===== src/rtl/mrr_pkg.sv =====
package mrr_pkg;
  typedef enum logic {
    REC_ROW = 1'b0,
    REC_COL = 1'b1
  } rec_kind_e;
endpackage


===== src/rtl/mrr_record_table.sv =====
module mrr_record_table
  import mrr_pkg::*;
#(
  parameter int ROW_W = 3,
  parameter int COL_W = 2,
  parameter int LN_W  = 2,
  parameter int IDX_W = 2,
  parameter int N_SR  = 4,
  parameter int N_CG  = 2
) (
  input  logic                   clk,
  input  logic                   rst_n,
  input  logic                   ld_we,
  input  logic                   ld_kind,
  input  logic [IDX_W-1:0]       ld_idx,
  input  logic [ROW_W-1:0]       ld_row,
  input  logic [COL_W-1:0]       ld_col,
  input  logic [LN_W-1:0]        ld_lane,
  input  logic                   ld_done,
  input  logic [ROW_W-1:0]       acc_row,
  input  logic [COL_W-1:0]       acc_col,
  output logic                   armed,
  output logic [N_SR-1:0]        row_hit,
  output logic [N_CG-1:0]        col_hit,
  output logic [N_CG*LN_W-1:0]   col_lane_flat
);

  logic                          ld_open;
  logic [N_SR-1:0]               sr_vld;
  logic [N_SR-1:0][ROW_W-1:0]    sr_row;
  logic [N_CG-1:0]               cg_vld;
  logic [N_CG-1:0][COL_W-1:0]    cg_col;
  logic [N_CG-1:0][LN_W-1:0]     cg_lane;

  assign ld_open = ld_we & ~armed;

  always_ff @(posedge clk or negedge rst_n) begin
    if (!rst_n) armed <= 1'b0;
    else if (ld_done) armed <= 1'b1;
  end

  always_ff @(posedge clk or negedge rst_n) begin
    if (!rst_n) begin
      sr_vld <= '0;
      sr_row <= '0;
    end else begin
      for (int r = 0; r < N_SR; r++) begin
        if (ld_open && rec_kind_e'(ld_kind) == REC_ROW && ld_idx == IDX_W'(r)) begin
          sr_vld[r] <= 1'b1;
          sr_row[r] <= ld_row;
        end
      end
    end
  end

  always_ff @(posedge clk or negedge rst_n) begin
    if (!rst_n) begin
      cg_vld  <= '0;
      cg_col  <= '0;
      cg_lane <= '0;
    end else begin
      for (int g = 0; g < N_CG; g++) begin
        if (ld_open && rec_kind_e'(ld_kind) == REC_COL && ld_idx == IDX_W'(g)) begin
          cg_vld[g]  <= 1'b1;
          cg_col[g]  <= ld_col;
          cg_lane[g] <= ld_lane;
        end
      end
    end
  end

  genvar gi;
  generate
    for (gi = 0; gi < N_SR; gi++) begin : g_row_cmp
      assign row_hit[gi] = armed & sr_vld[gi] & (sr_row[gi] == acc_row);
    end
    for (gi = 0; gi < N_CG; gi++) begin : g_col_cmp
      assign col_hit[gi] = armed & cg_vld[gi] & (cg_col[gi] == acc_col);
      assign col_lane_flat[gi*LN_W +: LN_W] = cg_lane[gi];
    end
  endgenerate

  AST_ARMED_STICKY: assert property (@(posedge clk) disable iff (!rst_n)
    armed |=> armed);

  AST_RECORDS_FROZEN: assert property (@(posedge clk) disable iff (!rst_n)
    armed |=> ($stable(sr_vld) && $stable(sr_row) && $stable(cg_vld) && $stable(cg_col)));

  AST_UNARMED_NO_HIT: assert property (@(posedge clk) disable iff (!rst_n)
    !armed |-> (row_hit == '0 && col_hit == '0));

endmodule


===== src/rtl/mrr_spare_store.sv =====
module mrr_spare_store #(
  parameter int ROW_W  = 3,
  parameter int COL_W  = 2,
  parameter int LANE_W = 4,
  parameter int LANES  = 4,
  parameter int LN_W   = 2,
  parameter int N_SR   = 4,
  parameter int N_CG   = 2,
  parameter int SRI_W  = 2
) (
  input  logic                      clk,
  input  logic                      row_wr,
  input  logic [SRI_W-1:0]          row_sel,
  input  logic [ROW_W-1:0]          acc_row,
  input  logic [COL_W-1:0]          acc_col,
  input  logic [LANE_W*LANES-1:0]   wdata,
  input  logic [N_CG-1:0]           cg_wr,
  input  logic [N_CG*LN_W-1:0]      cg_lane_flat,
  output logic [LANE_W*LANES-1:0]   row_q,
  output logic [N_CG*LANE_W-1:0]    cg_q_flat
);

  localparam int DATA_W   = LANE_W * LANES;
  localparam int ROW_SPAN = 1 << COL_W;
  localparam int SR_DEPTH = N_SR * ROW_SPAN;
  localparam int CG_DEPTH = 1 << ROW_W;

  function automatic logic [LANE_W-1:0] pick_lane(input logic [DATA_W-1:0] word,
                                                  input logic [LN_W-1:0] lane);
    return word[lane*LANE_W +: LANE_W];
  endfunction

  function automatic int row_slot(input logic [SRI_W-1:0] sel, input logic [COL_W-1:0] col);
    return int'(sel) * ROW_SPAN + int'(col);
  endfunction

  logic [DATA_W-1:0] row_mem [SR_DEPTH];

  always_ff @(posedge clk) begin
    row_q <= row_mem[row_slot(row_sel, acc_col)];
    if (row_wr) row_mem[row_slot(row_sel, acc_col)] <= wdata;
  end

  genvar g;
  generate
    for (g = 0; g < N_CG; g++) begin : g_colgrp
      logic [LANE_W-1:0] grp_mem [CG_DEPTH];
      logic [LN_W-1:0]   my_lane;
      assign my_lane = cg_lane_flat[g*LN_W +: LN_W];
      always_ff @(posedge clk) begin
        cg_q_flat[g*LANE_W +: LANE_W] <= grp_mem[acc_row];
        if (cg_wr[g]) grp_mem[acc_row] <= pick_lane(wdata, my_lane);
      end
    end
  endgenerate

endmodule


===== src/rtl/mrr_remap_wrap.sv =====
module mrr_remap_wrap #(
  parameter int ROW_W  = 3,
  parameter int COL_W  = 2,
  parameter int LANE_W = 4,
  parameter int LANES  = 4,
  parameter int N_SR   = 4,
  parameter int N_CG   = 2,
  parameter int LN_W   = (LANES > 1) ? $clog2(LANES) : 1,
  parameter int IDX_W  = ((N_SR > N_CG ? N_SR : N_CG) > 1) ? $clog2(N_SR > N_CG ? N_SR : N_CG) : 1,
  parameter int ADDR_W = ROW_W + COL_W,
  parameter int DATA_W = LANE_W * LANES
) (
  input  logic               clk,
  input  logic               rst_n,
  input  logic               ld_we,
  input  logic               ld_kind,
  input  logic [IDX_W-1:0]   ld_idx,
  input  logic [ROW_W-1:0]   ld_row,
  input  logic [COL_W-1:0]   ld_col,
  input  logic [LN_W-1:0]    ld_lane,
  input  logic               ld_done,
  input  logic [ADDR_W-1:0]  sys_addr,
  input  logic               sys_we,
  input  logic [DATA_W-1:0]  sys_wdata,
  output logic [DATA_W-1:0]  sys_rdata,
  output logic [ADDR_W-1:0]  arr_addr,
  output logic               arr_we,
  output logic [DATA_W-1:0]  arr_wdata,
  output logic [LANES-1:0]   arr_mask,
  input  logic [DATA_W-1:0]  arr_rdata
);

  localparam int SRI_W = (N_SR > 1) ? $clog2(N_SR) : 1;

  // Index of the lowest set bit of the row-hit vector.
  function automatic logic [SRI_W-1:0] first_hit(input logic [N_SR-1:0] hits);
    logic [SRI_W-1:0] idx;
    idx = '0;
    for (int r = N_SR - 1; r >= 0; r--) if (hits[r]) idx = SRI_W'(r);
    return idx;
  endfunction

  // Lane mask produced by the column-group hits.
  function automatic logic [LANES-1:0] lanes_of(input logic [N_CG-1:0] hits,
                                                input logic [N_CG*LN_W-1:0] lanes);
    logic [LANES-1:0] m;
    m = '0;
    for (int g = 0; g < N_CG; g++)
      if (hits[g]) m[lanes[g*LN_W +: LN_W]] = 1'b1;
    return m;
  endfunction

  // Replace the hit lanes of a main word with spare column-group data.
  function automatic logic [DATA_W-1:0] merge_lanes(input logic [DATA_W-1:0] base,
                                                    input logic [N_CG-1:0] hits,
                                                    input logic [N_CG*LN_W-1:0] lanes,
                                                    input logic [N_CG*LANE_W-1:0] spare);
    logic [DATA_W-1:0] w;
    w = base;
    for (int g = N_CG - 1; g >= 0; g--)
      if (hits[g]) w[lanes[g*LN_W +: LN_W]*LANE_W +: LANE_W] = spare[g*LANE_W +: LANE_W];
    return w;
  endfunction

  logic [ROW_W-1:0]        acc_row;
  logic [COL_W-1:0]        acc_col;
  logic                    armed;
  logic [N_SR-1:0]         row_hit;
  logic [N_CG-1:0]         col_hit;
  logic [N_CG*LN_W-1:0]    col_lane_flat;
  logic                    row_any;
  logic [SRI_W-1:0]        row_sel;
  logic                    row_wr;
  logic [N_CG-1:0]         cg_wr;
  logic [DATA_W-1:0]       row_q;
  logic [N_CG*LANE_W-1:0]  cg_q_flat;
  logic                    q_row_any;
  logic [N_CG-1:0]         q_col_hit;
  logic [N_CG*LN_W-1:0]    q_col_lane;

  assign acc_row = sys_addr[ADDR_W-1:COL_W];
  assign acc_col = sys_addr[COL_W-1:0];

  mrr_record_table #(
    .ROW_W(ROW_W), .COL_W(COL_W), .LN_W(LN_W), .IDX_W(IDX_W), .N_SR(N_SR), .N_CG(N_CG)
  ) u_table (
    .clk(clk), .rst_n(rst_n), .ld_we(ld_we), .ld_kind(ld_kind), .ld_idx(ld_idx),
    .ld_row(ld_row), .ld_col(ld_col), .ld_lane(ld_lane), .ld_done(ld_done),
    .acc_row(acc_row), .acc_col(acc_col), .armed(armed), .row_hit(row_hit),
    .col_hit(col_hit), .col_lane_flat(col_lane_flat)
  );

  assign row_any  = |row_hit;
  assign row_sel  = first_hit(row_hit);
  assign row_wr   = sys_we & row_any;
  assign cg_wr    = col_hit & {N_CG{sys_we & ~row_any}};

  assign arr_addr  = sys_addr;
  assign arr_wdata = sys_wdata;
  assign arr_we    = sys_we & ~row_any;
  assign arr_mask  = row_any ? {LANES{1'b1}} : lanes_of(col_hit, col_lane_flat);

  mrr_spare_store #(
    .ROW_W(ROW_W), .COL_W(COL_W), .LANE_W(LANE_W), .LANES(LANES), .LN_W(LN_W),
    .N_SR(N_SR), .N_CG(N_CG), .SRI_W(SRI_W)
  ) u_store (
    .clk(clk), .row_wr(row_wr), .row_sel(row_sel), .acc_row(acc_row), .acc_col(acc_col),
    .wdata(sys_wdata), .cg_wr(cg_wr), .cg_lane_flat(col_lane_flat),
    .row_q(row_q), .cg_q_flat(cg_q_flat)
  );

  always_ff @(posedge clk or negedge rst_n) begin
    if (!rst_n) begin
      q_row_any  <= 1'b0;
      q_col_hit  <= '0;
      q_col_lane <= '0;
    end else begin
      q_row_any  <= row_any;
      q_col_hit  <= col_hit;
      q_col_lane <= col_lane_flat;
    end
  end

  assign sys_rdata = q_row_any ? row_q
                               : merge_lanes(arr_rdata, q_col_hit, q_col_lane, cg_q_flat);

  AST_UNARMED_PASS: assert property (@(posedge clk) disable iff (!rst_n)
    !armed |-> (arr_mask == '0 && arr_we == sys_we));

  AST_ROW_BLOCKS_WRITE: assert property (@(posedge clk) disable iff (!rst_n)
    (sys_we && row_any) |-> !arr_we);

  AST_ROW_ONEHOT: assert property (@(posedge clk) disable iff (!rst_n)
    $onehot0(row_hit));

  AST_ROW_READ_WHOLE: assert property (@(posedge clk) disable iff (!rst_n)
    row_any |=> (sys_rdata == row_q));

  AST_COL_KEEPS_WRITE: assert property (@(posedge clk) disable iff (!rst_n)
    (!row_any && col_hit != '0) |-> (arr_we == sys_we && $countones(arr_mask) == $countones(col_hit)));

  AST_CLEAN_READ_PASS: assert property (@(posedge clk) disable iff (!rst_n)
    (!row_any && col_hit == '0) |=> (sys_rdata == arr_rdata));

endmodule


===== config.mk =====
export PLATFORM = sky130hd
export DESIGN_NAME = mrr_remap_wrap
export DESIGN_NICKNAME = d
export VERILOG_FILES = /design/src/rtl/mrr_pkg.sv /design/src/rtl/mrr_record_table.sv /design/src/rtl/mrr_spare_store.sv /design/src/rtl/mrr_remap_wrap.sv
export SDC_FILE = /design/constraint.sdc
export NUM_CORES = 1
export LEC_CHECK = 0
export BUFFER_PORTS_ARGS = -buffer_cell sky130_fd_sc_hd__buf_4
export CORE_MARGIN = 3
export CORE_UTILIZATION = 55
export CTS_CLUSTER_SIZE = 14
export DETAILED_ROUTE_END_ITERATION = 10
export PLACE_DENSITY = 0.84
export SETUP_SLACK_MARGIN = 0.5
export SLEW_MARGIN = 25
export SYNTH_ARGS = -nofsm -noshare
export SYNTH_HDL_FRONTEND = slang
export SYNTH_SLANG_ARGS = --single-unit

===== constraint.sdc =====
create_clock -name clk -period 6.4 [get_ports clk]
set_clock_uncertainty 0.05 [all_clocks]
set_input_delay 1.28 -clock clk [delete_from_list [all_inputs] [get_ports clk]]
set_output_delay 1.28 -clock clk [all_outputs]
set_load 0.01 [all_outputs]

# Word-level counts from Yosys, hierarchy flattened
# Memory sizes are Yosys's and may differ from the RTL's. A register that Yosys moved wholly into a read port is not among the register bits.
# Cells that the tools add are included.
# Widths: inputs -> output; s select.
[word_totals]
regBits = 34
ram_bits = 320
in_bits = 52
output_inout_bits = 42
word_cells = 97
memories = 3
[classes]
n_addsub = 3
n_lt_le_gt_ge = 4
n_eq_ne = 9
shifts = 6
muxes = 22
bitwise = 20
n_reduce_logical = 12
[memory_table]
columns = ["name", "words", "width", "rd", "rd_ports_with_merged_regs", "write_ports", "line_no", "source"]
rows = [
  ["u_store.row_mem", 16, 16, 1, 1, 1, "mrr_spare_store.sv:37", "logic [DATA_W-1:0] row_mem [SR_DEPTH];"],
  ["u_store.g_colgrp[0].grp_mem", 8, 4, 1, 1, 1, "mrr_spare_store.sv:47", "logic [LANE_W-1:0] grp_mem [CG_DEPTH];"],
  ["u_store.g_colgrp[1].grp_mem", 8, 4, 1, 1, 1, "mrr_spare_store.sv:47", ""],
]
[op_table]
columns = ["cell", "count"]
rows = [
  ["$neg 4->34", 2],
  ["$shift 4x34->16 const A", 2],
  ["$shiftx 4x34->16", 2],
  ["$mux 16", 3],
  ["$bwmux 16", 2],
  ["$shiftx 16x5->4", 2],
  ["$and 1x1->1", 15],
  ["$eq 3x3->1", 4],
  ["$mux 4", 3],
  ["$logic_and 1x1->1", 10],
  ["$mux 1", 8],
  ["$mux 2", 4],
  ["$lt 2x3->1 const B", 2],
  ["$add 4x2->4", 1],
  ["$demux 1 s2", 2],
  ["$eq 2x2->1", 2],
  ["$eq 2x2->1 const B", 2],
  ["$ge 2x1->1 const B", 2],
  ["$or 4x4->4", 1],
  ["$reduce_or 4->1", 1],
  ["$not 1->1", 3],
  ["$and 2x2->2", 1],
  ["$eq 2x1->1 const B", 1],
  ["$logic_not 2->1", 1],
]

# Logic depth before layout (Yosys ltp)
# Gate-level depths: netlist of the first run.
[depth]
word_depth = 8
mapped_depth = 8
mapped_depth_nobuf = 7

# Cells and area by module
# A second synthesis of the first run with hierarchy kept.
[hier_totals]
hier_cells = 871
hier_area_um2 = 15657.5
[modules_own_cells]
columns = ["module", "n_inst", "cells_per_inst", "area_per_inst_um2", "seq_area_each_um2"]
rows = [
  ["mrr_spare_store", 1, 600, 13026.2, 10089.7],
  ["mrr_remap_wrap", 1, 177, 1372.6, 175.2],
  ["mrr_record_table", 1, 94, 1258.7, 675.6],
]

# Worst setup path before layout of the first run
# No wires, ideal clock.
[synth_timing]
path_type = "input to output"
from = "input port sys_addr[2]"
to = "output port arr_mask[0]"
arrival_time_ps = 2587
required_time_ps = 5070
path_slack_ps = 2483
cell_stages = 7
n_path_buf = 3
path_cell_list = "buf_4 > xor2_1 > nor4_1 > buf_2 > nor4_1 > buf_4 > o311ai_0"
[synth_between]
elab_chain_cells = 4
elab_cells_between_ends = 10
classes_between = "eq/ne: 4; mux: 1; bitwise: 4; reduce/logical: 1"
[synth_rtl]
columns = ["element", "line_no", "source"]
rows = [
  ["start: declaration", "mrr_remap_wrap.sv:22", "input logic [ADDR_W-1:0] sys_addr,"],
  ["$eq 3x3->1", "mrr_record_table.sv:75", "assign row_hit[gi] = armed & sr_vld[gi] & (sr_row[gi] == acc_row);"],
  ["$and 1x1->1", "mrr_record_table.sv:75", ""],
  ["$reduce_or 4->1 (*)", "mrr_remap_wrap.sv:93", "assign row_any = |row_hit;"],
  ["$mux 4 (*)", "mrr_remap_wrap.sv:101", "assign arr_mask = row_any ? {LANES{1'b1}} : lanes_of(col_hit, col_lane_flat);"],
  ["end: declaration", "mrr_remap_wrap.sv:29", "output logic [LANES-1:0] arr_mask,"],
]
# Every way passes the cells marked *; elsewhere a longest branch is shown, timed or not.

# Worst setup path after layout of the first run
[layout_timing]
from = "input port sys_addr[3]"
to = "output port arr_mask[0]"
# Same word-level chain as after synthesis.

==> results of run 1 <==
[worst paths after layout]
kind | from | end | cells after the start
hold / removal | u_table.cg_vld[1]$_DFFE_PN0P_ | u_table.cg_vld[1]$_DFFE_PN0P_ | 1
min in group asynchronous | rst_n | u_table.sr_row[7]$_DFFE_PN0P_ | 1
setup reg to reg | u_table.armed$_DFFE_PN0P_ | u_store.row_mem[12][10]$_DFFE_PP_ | 6
hold reg to reg | u_table.cg_vld[1]$_DFFE_PN0P_ | u_table.cg_vld[1]$_DFFE_PN0P_ | 1
setup / recovery | sys_addr[3] | arr_mask[0] | 8
max in group asynchronous | rst_n | q_col_lane[0]$_DFF_PN0_ | 1
[Yosys cell counts, types with 5 or more instances]
cell type / number / area share [%]
sky130_fd_sc_hd__xor2_1: 14 / 0.79
sky130_fd_sc_hd__nor3_1: 5 / 0.16
sky130_fd_sc_hd__nand4_1: 35 / 1.4
sky130_fd_sc_hd__nor3b_1: 8 / 0.39
sky130_fd_sc_hd__buf_4: 23 / 1.1
sky130_fd_sc_hd__clkbuf_1: 28 / 0.68
sky130_fd_sc_hd__nand2b_1: 36 / 1.5
sky130_fd_sc_hd__o21ai_0: 22 / 0.71
sky130_fd_sc_hd__nand2_1: 44 / 1.1
sky130_fd_sc_hd__inv_1: 5 / 0.12
sky130_fd_sc_hd__dfxtp_1: 24 / 3.1
sky130_fd_sc_hd__a22o_1: 15 / 0.85
sky130_fd_sc_hd__mux2i_1: 9 / 0.58
sky130_fd_sc_hd__a22oi_1: 20 / 0.97
sky130_fd_sc_hd__nand3b_1: 7 / 0.34
sky130_fd_sc_hd__nand3_1: 27 / 0.87
sky130_fd_sc_hd__nor2_1: 38 / 0.92
sky130_fd_sc_hd__ha_1: 10 / 0.81
sky130_fd_sc_hd__dfrtp_1: 34 / 5.5
sky130_fd_sc_hd__buf_2: 14 / 0.45
sky130_fd_sc_hd__mux2_2: 26 / 1.9
sky130_fd_sc_hd__edfxtp_1: 320 / 62
sky130_fd_sc_hd__buf_1: 7 / 0.17
sky130_fd_sc_hd__nor4_1: 7 / 0.28
sky130_fd_sc_hd__mux4_2: 76 / 11
[worst max-delay path, delay by kind of cell]
kind | cells | cell delay, ns
AO/OA/AOI/OAI | 1 | 0.14
AND/OR/NAND/NOR | 2 | 0.31
XOR/XNOR | 1 | 0.26
buffers and inverters | 4 | 1.06
[power groups by stage]
stage / sequential [mW] / clock (mW) / combinational (mW)
4_1_cts: 2.72 / 2.10 / 0.303
3_3_place_gp: 2.78 / 0 / 0.293
3_5_place_dp: 2.78 / 0 / 0.301
2_1_floorplan: 2.76 / 0 / 0.177
6_report: 2.72 / 2.07 / 0.303
5_1_grt: 2.73 / 2.19 / 0.325
[area by class of cell]
type / count / area [µm²]
multi-input cells: 439 / 4170
flip-flops and latches: 378 / 10900
inverters: 6 / 22.5
clock inverters: 19 / 160
repair buffers: 116 / 871
fillers: 1862 / 9700
clock buffers: 47 / 1000
well taps: 372 / 465
[layer usage]
layer / wire [µm] / share of wire (%)
met3: 3530 / 9.9
met5: 10 / 0.028
met2: 17500 / 49
met4: 1230 / 3.5
met1: 13400 / 38
[registers in the layout, indices dropped and copies added (netlist names)]
register and count:
u_store.row_mem 256, u_store.g_colgrp.grp_mem 64, u_store.row_q 16, u_table.sr_row 12, u_store.cg_q_flat 8, q_col_lane 4
u_table.cg_col 4, u_table.col_lane_flat 4, u_table.sr_vld 4, q_col_hit 2, u_table.cg_vld 2, q_row_any 1
u_table.armed 1
[cell families (layout without fill, tap and decap cells)]
kind of cell               count (synthesis)  after routing  synth area share [%]
muxes                                    111            111                  13.5
DFF                                      378            378                  70.6
buffers and inverters                     79            188                  2.63
xor gates and xnor gates                  16             16                 0.905
AOI/OAI and AO/OA                         74             74                  3.46
adders and majority gates                 10             10                 0.808
and+or+nand+nor                          228            228                  8.05
==> parameters.txt, run 1 <==
Parameter                              Value

Synth
  Number of warnings printed during yosys synthesis ... 0
  Count of different cell masters after synthesis ... 49
  Number of synthesized register bits ... roughly 380
  Cell Area, Synth ... roughly 0.015 mm²
  Average cell area after synthesis ... between 15 and 20 µm²
  Async set or reset register ratio after synthesis ... under 10%
  Sequential fraction of the synthesis area ... between 70% and 80%
  Post-synthesis net count ... about 960
  Post-synthesis cell count ... about 900
  Ys flop type ... sky130_fd_sc_hd__edfxtp_1
  Post-synth EDFFs ... between 300 and 400

Status
  Status ... finished, final reports clean

Critical path
  Max incr delay on CP ... ~0.43 ns
  Worst-path maximum fanout ... 42
  Top cell by count, worst path ... sky130_fd_sc_hd__buf_4
  Kind of start point of the critical path ... input port
  Kind of capture point of the worst setup path ... output pin
  Data required time of the worst path ... ~5.1 ns
  Ordered list of cells on the worst path ... buf_4 > xor2_1 > nor4_2 > buf_4 > nor4_2 > buf_4 > o311ai_0 > buf_4
  Critical path class ... input port to output pin
  Register-to-Register Setup Slack ... about 3.7 ns
  CP max stage cell ... sky130_fd_sc_hd__buf_4
  Worst endpoint data arrival time ... 3.07 ns

Final layout
  Area growth from synthesis to layout ... 13.8%
  Layout cells sized above 1 ... between 20 and 30%
  Post-route core utilization ... between 60% and 70%
  Final Instance Count excl. Fillers ... 1,377
  Final Instance Area ... roughly 0.018 mm²
  Number of nets in the layout ... 1,040
  Most used cells in the layout excluding fill and tap cells ... sky130_fd_sc_hd__edfxtp_1 (320), sky130_fd_sc_hd__buf_4 (116), sky130_fd_sc_hd__mux4_2 (76)
  Ant diodes ... 0
  Most common cell after layout, fill and taps aside ... sky130_fd_sc_hd__edfxtp_1

GRT
  Largest net degree at the start of global routing ... 53
  Met3 GRT Util ... 5.56%
  GR Util All Layers ... between 20% and 30%
  Grt total ovfl ... 0
  First-pass GRT wire length ... 54.2 mm
  Via count of the first global-routing pass ... slightly below 9,000
  GRT met1 Usage ... between 30% and 40%
  GRT met2 Usage ... approximately 39%
  Antenna violations before repair ... 1
  Peak-usage layer in the global routing report ... met2

Route
  1st-pass router iterations ... 7
  Per-cell via count in the routed design ... roughly 6.3
  Antenna viol nets, final ... 0
  Total wire length ... 35.7 mm
  Post-detailed-route DRC marker count ... 0
  Via count ... roughly 8,700
  Iter 0 DRT Violations ... about 1,300
  Average wire per cell in the routed design ... 25.9 µm

Clock network
  Post-CTS Hold Buffers ... 0
  Cts bufs inserted ... 37
  Clock latency at the later pin of the worst-skew pair ... ~0.52 ns
  Post-CTS sizing ... 0
  H-tree levels ... 2
  Maximum buffer depth of the clock tree ... 3
  Clk root buf ... sky130_fd_sc_hd__clkbuf_16
  TritonCTS clock tree ... built
  Count of clock tree sinks ... around 380
  Clk slew on worst S/H paths ... roughly 0.060 ns
  Setup fix buffers added after clock tree synthesis ... 0

Timing
  Worst Hold Margin ... slightly above 0.4 ns
  Worst slew pin tran ... 0.799 ns
  Fin crit period ... approximately 4.4 ns
  Setup TNS Final ... 0 ns
  Crit path setup slack, layout ... 2.00 ns
  Final Max Slew Viols ... 0
  Unrepaired setup endpoints after global routing ... false
  Number of hold violations in the final report ... 0
  Final setup vio count ... 0
  Headroom to the max-slew limit ... roughly 47%
  Part of the cycle the worst path needs ... roughly 69%
  Fmax ... approximately 0.23 GHz

Power
  Leakage power figure ... 6.04 nW
  Logic pwr share ... between 5 and 6%
  Power after layout ... 5.10 mW
  Proportion of total power due to net switching ... around a fifth
  Share of total power in sequential cells ... between 50% and 60%
  VDD IR max ... approximately 0.00023 V
  Switching Power ... around 1.1 mW
  Total power density per cell area ... 289 mW/mm²
  Part of the power in the clock network ... between 40% and 50%
  Int Power ... just over 4 mW

Floorplan
  Die Span Y ... between 150 and 200 µm
  Horizontal die dimension ... 174 µm
  Starting density of the core ... a little under three fifths
  Area of the core ... around 0.027 mm²
  Die area ... approximately 0.030 mm²
  FP Rows ... 60
  Ports ... 94

Placed design
  Number of buffers inserted by port buffering ... 93
  Final estimated routing congestion in global placement ... 1.01
  Cell area reported after detailed placement ... roughly 0.016 mm²
  Sum of net half-perimeters after detailed placement ... about 23 mm
  Setup slack after placement ... between 2 and 2.5 ns
  Inst Count DP ... approximately 1,300

Run
  Maximum capacitance violations ... 0

Hold path
  Worst min path class ... flop to flop
No activity file was read; power rests on OpenSTA's default activity.
==> inputs of run 2 (changes only) <==
--- a/config.mk
+++ b/config.mk
@@ -10,7 +10,7 @@
 export CORE_UTILIZATION = 55
 export CTS_CLUSTER_SIZE = 14
 export DETAILED_ROUTE_END_ITERATION = 10
-export PLACE_DENSITY = 0.84
+export PLACE_DENSITY = 0.87
 export SETUP_SLACK_MARGIN = 0.5
 export SLEW_MARGIN = 25
 export SYNTH_ARGS = -nofsm -noshare
==> constraint.sdc (replaced) <==
create_clock -name clk -period 4 [get_ports clk]
set_clock_uncertainty 0.05 [all_clocks]
set_input_delay 0.8 -clock clk [delete_from_list [all_inputs] [get_ports clk]]
set_output_delay 0.8 -clock clk [all_outputs]
set_load 0.01 [all_outputs]
==> parameters.txt, run 2 (same netlist as run 1, synthesis figures left out) <==
Parameter                              Value

Run
  Maximum capacitance violations ... 0 (unchanged)

GRT
  Largest net degree at the start of global routing ... 50 (was 53)
  GR Util All Layers ... 24.3% (was 23.7%)
  First-pass GRT wire length ... 55.9 mm (was 54.2 mm)
  Antenna violations before repair ... 0 (was 1)
  Grt total ovfl ... 0 (unchanged)
  Via count of the first global-routing pass ... 8,788 (was 8,892)

Power
  Share of total power in sequential cells ... 52.8% (was 53.4%)
  Part of the power in the clock network ... 41.2% (was 40.6%)
  VDD IR max ... 0.000353 V (was 0.000226 V)
  Proportion of total power due to net switching ... 21.2% (was 21.1%)
  Int Power ... 6.50 mW (was 4.02 mW)
  Total power density per cell area ... 465 mW/mm² (was 289 mW/mm²)
  Leakage power figure ... 6.12 nW (was 6.04 nW)
  Switching Power ... 1.75 mW (was 1.08 mW)
  Logic pwr share ... 6.0% (was 5.9%)

Timing
  Worst slew pin tran ... 0.953 ns (was 0.799 ns)
  Headroom to the max-slew limit ... 36.5% (was 46.7%)
  Fin crit period ... roughly 3.5 ns
  Number of hold violations in the final report ... 0 (unchanged)
  Final setup vio count ... 0 (unchanged)
  Unrepaired setup endpoints after global routing ... true (was false)
  Crit path setup slack, layout ... 0.535 ns (was 2.00 ns)
  Fmax ... between 0.2 and 0.3 GHz
  Final Max Slew Viols ... 0 (unchanged)
  Part of the cycle the worst path needs ... 86.6%
  Setup TNS Final ... 0 ns (unchanged)

Status
  Status ... finished, final reports clean (unchanged)

Floorplan
  Die Span Y ... 174 µm (unchanged)
  Area of the core ... 0.0273 mm² (unchanged)
  Horizontal die dimension ... 174 µm (unchanged)
  Starting density of the core ... 56.7% (unchanged)
  Ports ... 94 (unchanged)
  FP Rows ... 60 (unchanged)
  Die area ... 0.0302 mm² (unchanged)

Critical path
  Kind of start point of the critical path ... flop (was input port)
  Depth of the critical timing path with buffers and inverters included ... 8 (unchanged)
  Max incr delay on CP ... 0.43 ns (about the same)
  CP max stage cell ... sky130_fd_sc_hd__dfrtp_2 (was sky130_fd_sc_hd__buf_4)
  Kind of capture point of the worst setup path ... output pin (unchanged)
  Worst-path maximum fanout ... 7 (was 42)
  Cell family with most CP delay ... simple AND/OR/NAND/NOR gates (was buffers and inverters)
  Number of cell instances on the worst register-to-register path ... 5 (was 6)
  Data required time of the worst path ... 3.15 ns (was 5.07 ns)
  Worst endpoint data arrival time ... 2.61 ns (was 3.07 ns)
  Critical path class ... flop to output pin (was input port to output pin)
  Ordered list of cells on the worst path ... inv_1 > ha_1 > nand3b_1 > nor3b_2 > a22o_1 > a22oi_1 > o21ai_0 > buf_4 (was buf_4 > xor2_1 > nor4_2 > buf_4 > nor4_2 > buf_4 > o311ai_0 > buf_4)
  Critical path buffers and inverters ... 2 (was 4)

Final layout
  Filler cell count in the final layout ... 1,841 (was 1,862)
  Area growth from synthesis to layout ... 14.7% (was 13.8%)
  Number of nets in the layout ... 1,049 (was 1,040)
  Reg with most FFs ... u_store.row_mem (unchanged)
  Post-route core utilization ... 65.0% (was 64.5%)
  Most used cells in the layout excluding fill and tap cells ... sky130_fd_sc_hd__edfxtp_1 (320), sky130_fd_sc_hd__buf_4 (123), sky130_fd_sc_hd__mux4_2 (76) (was sky130_fd_sc_hd__edfxtp_1 (320), sky130_fd_sc_hd__buf_4 (116), sky130_fd_sc_hd__mux4_2 (76))
  Biggest registers after layout ... u_store.row_mem x256, u_store.g_colgrp.grp_mem x64, u_store.row_q x16 (unchanged)
  Layout cells sized above 1 ... 29.3% (was 28.5%)
  Most common cell after layout, fill and taps aside ... sky130_fd_sc_hd__edfxtp_1 (unchanged)
  Flip-flop count of the largest register after layout ... 256 (unchanged)

Clock network
  Clk slew on worst S/H paths ... 0.06 ns (about the same)
  Post-CTS Hold Buffers ... 0 (unchanged)
  Clock latency at the later pin of the worst-skew pair ... 0.52 ns (about the same)
  Maximum buffer depth of the clock tree ... 3 (unchanged)
  Count of clock tree sinks ... 378 (unchanged)
  Setup fix buffers added after clock tree synthesis ... 0 (unchanged)
  TritonCTS clock tree ... built (unchanged)
  Clk root buf ... sky130_fd_sc_hd__clkbuf_16 (unchanged)
  Cts bufs inserted ... 38 (was 37)
  H-tree levels ... 2 (unchanged)

Route
  Iter 0 DRT Violations ... 1,244 (was 1,250)
  Per-cell via count in the routed design ... 6.43 (was 6.34)
  1st-pass router iterations ... 5 (was 7)
  Average wire per cell in the routed design ... 26.5 µm (was 25.9 µm)
  Total wire length ... 36.7 mm (was 35.7 mm)
  Post-detailed-route DRC marker count ... 0 (unchanged)
  Antenna viol nets, final ... 0 (unchanged)
  Via count ... 8,927 (was 8,725)

Placed design
  Setup slack after placement ... 0.469 ns (was 2.01 ns)
  Final estimated routing congestion in global placement ... 0.933 (was 1.01)
  Number of buffers inserted by port buffering ... 93 (unchanged)
  Sum of net half-perimeters after detailed placement ... 23.8 mm (was 22.8 mm)

Hold path
  Worst min path class ... input port to async pin (was flop to flop)
run 2: changes by cell type in the layout (fill, tap and decap cells not counted), sizes merged:
cell,delta
buf,+8
clkbuf,+6
inv,+2
diode,+1
clkinvlp,-5
run 2: metal layers:
layer | global-route usage [%] | share of wire [%] | up-vias
met4 | 6.50 | 2.6 | 0
met5 | 0 | 0 | -
met3 | 5.65 | 9.9 | 95
met1 | 33.1 | 38 | 4488
met2 | 40.2 | 50 | 623
li1 | - | - | 3721
run 2: layout make-up:
cell class	count	area, µm²	area share, %
tap	372	465	2.62
timing repair buffer	124	935	5.26
clock inverter	16	143	0.803
inverter	6	22.5	0.127
clock buffer	53	1050	5.90
multi-input combinational	439	4200	23.7
sequential	378	10900	61.6
antenna	1	2.50	0.0141
run 2: power by group through the flow:
stage	sequential, mW	clock (mW)	combinational (mW)
global route	4.36	3.61	0.528
global placement	4.44	0	0.472
finish	4.36	3.40	0.492
floorplan	4.42	0	0.283
CTS	4.36	3.44	0.491
detailed placement	4.44	0	0.486
run 2: what timing repair did:
item | CTS | global route
endpoints found under the hold margin | 0 | 0
setup endpoints to repair | 10 | 16
gates resized for setup | 2 | 7
pin swaps | 0 | 0
run 2: path summary, 6_finish.rpt:
| kind | from | to | slack (ns) |
|---|---|---|---|
| worst max-delay path | q_col_lane[2]$_DFF_PN0_ | sys_rdata[14] | 0.54 |
| worst min-delay path | rst_n | u_table.sr_row[8]$_DFFE_PN0P_ | 0.16 |
| worst max register to register | u_table.armed$_DFFE_PN0P_ | u_store.row_mem[12][5]$_DFFE_PP_ | 1.10 |
| worst min register to register | u_table.cg_vld[1]$_DFFE_PN0P_ | u_table.cg_vld[1]$_DFFE_PN0P_ | 0.42 |
| max in group asynchronous | rst_n | q_col_lane[2]$_DFF_PN0_ | 3.42 |
| min in group clk | u_table.cg_vld[1]$_DFFE_PN0P_ | u_table.cg_vld[1]$_DFFE_PN0P_ | 0.42 |
run 2: through the flow:
step / total power [mW] / cells / area [µm²] / hold WS [ns]
2_1_floorplan: 4.70 / 896 / 15500 / 0.302
3_3_place_gp: 4.91 / 1319 / 16500 / 0.401
3_5_place_dp: 4.93 / 1319 / 16500 / 0.405
4_1_cts: 8.29 / 1388 / 17700 / 0.174
5_1_grt: 8.50 / 1388 / 17800 / 0.198
6_report: 8.25 / 1389 / 17800 / 0.165
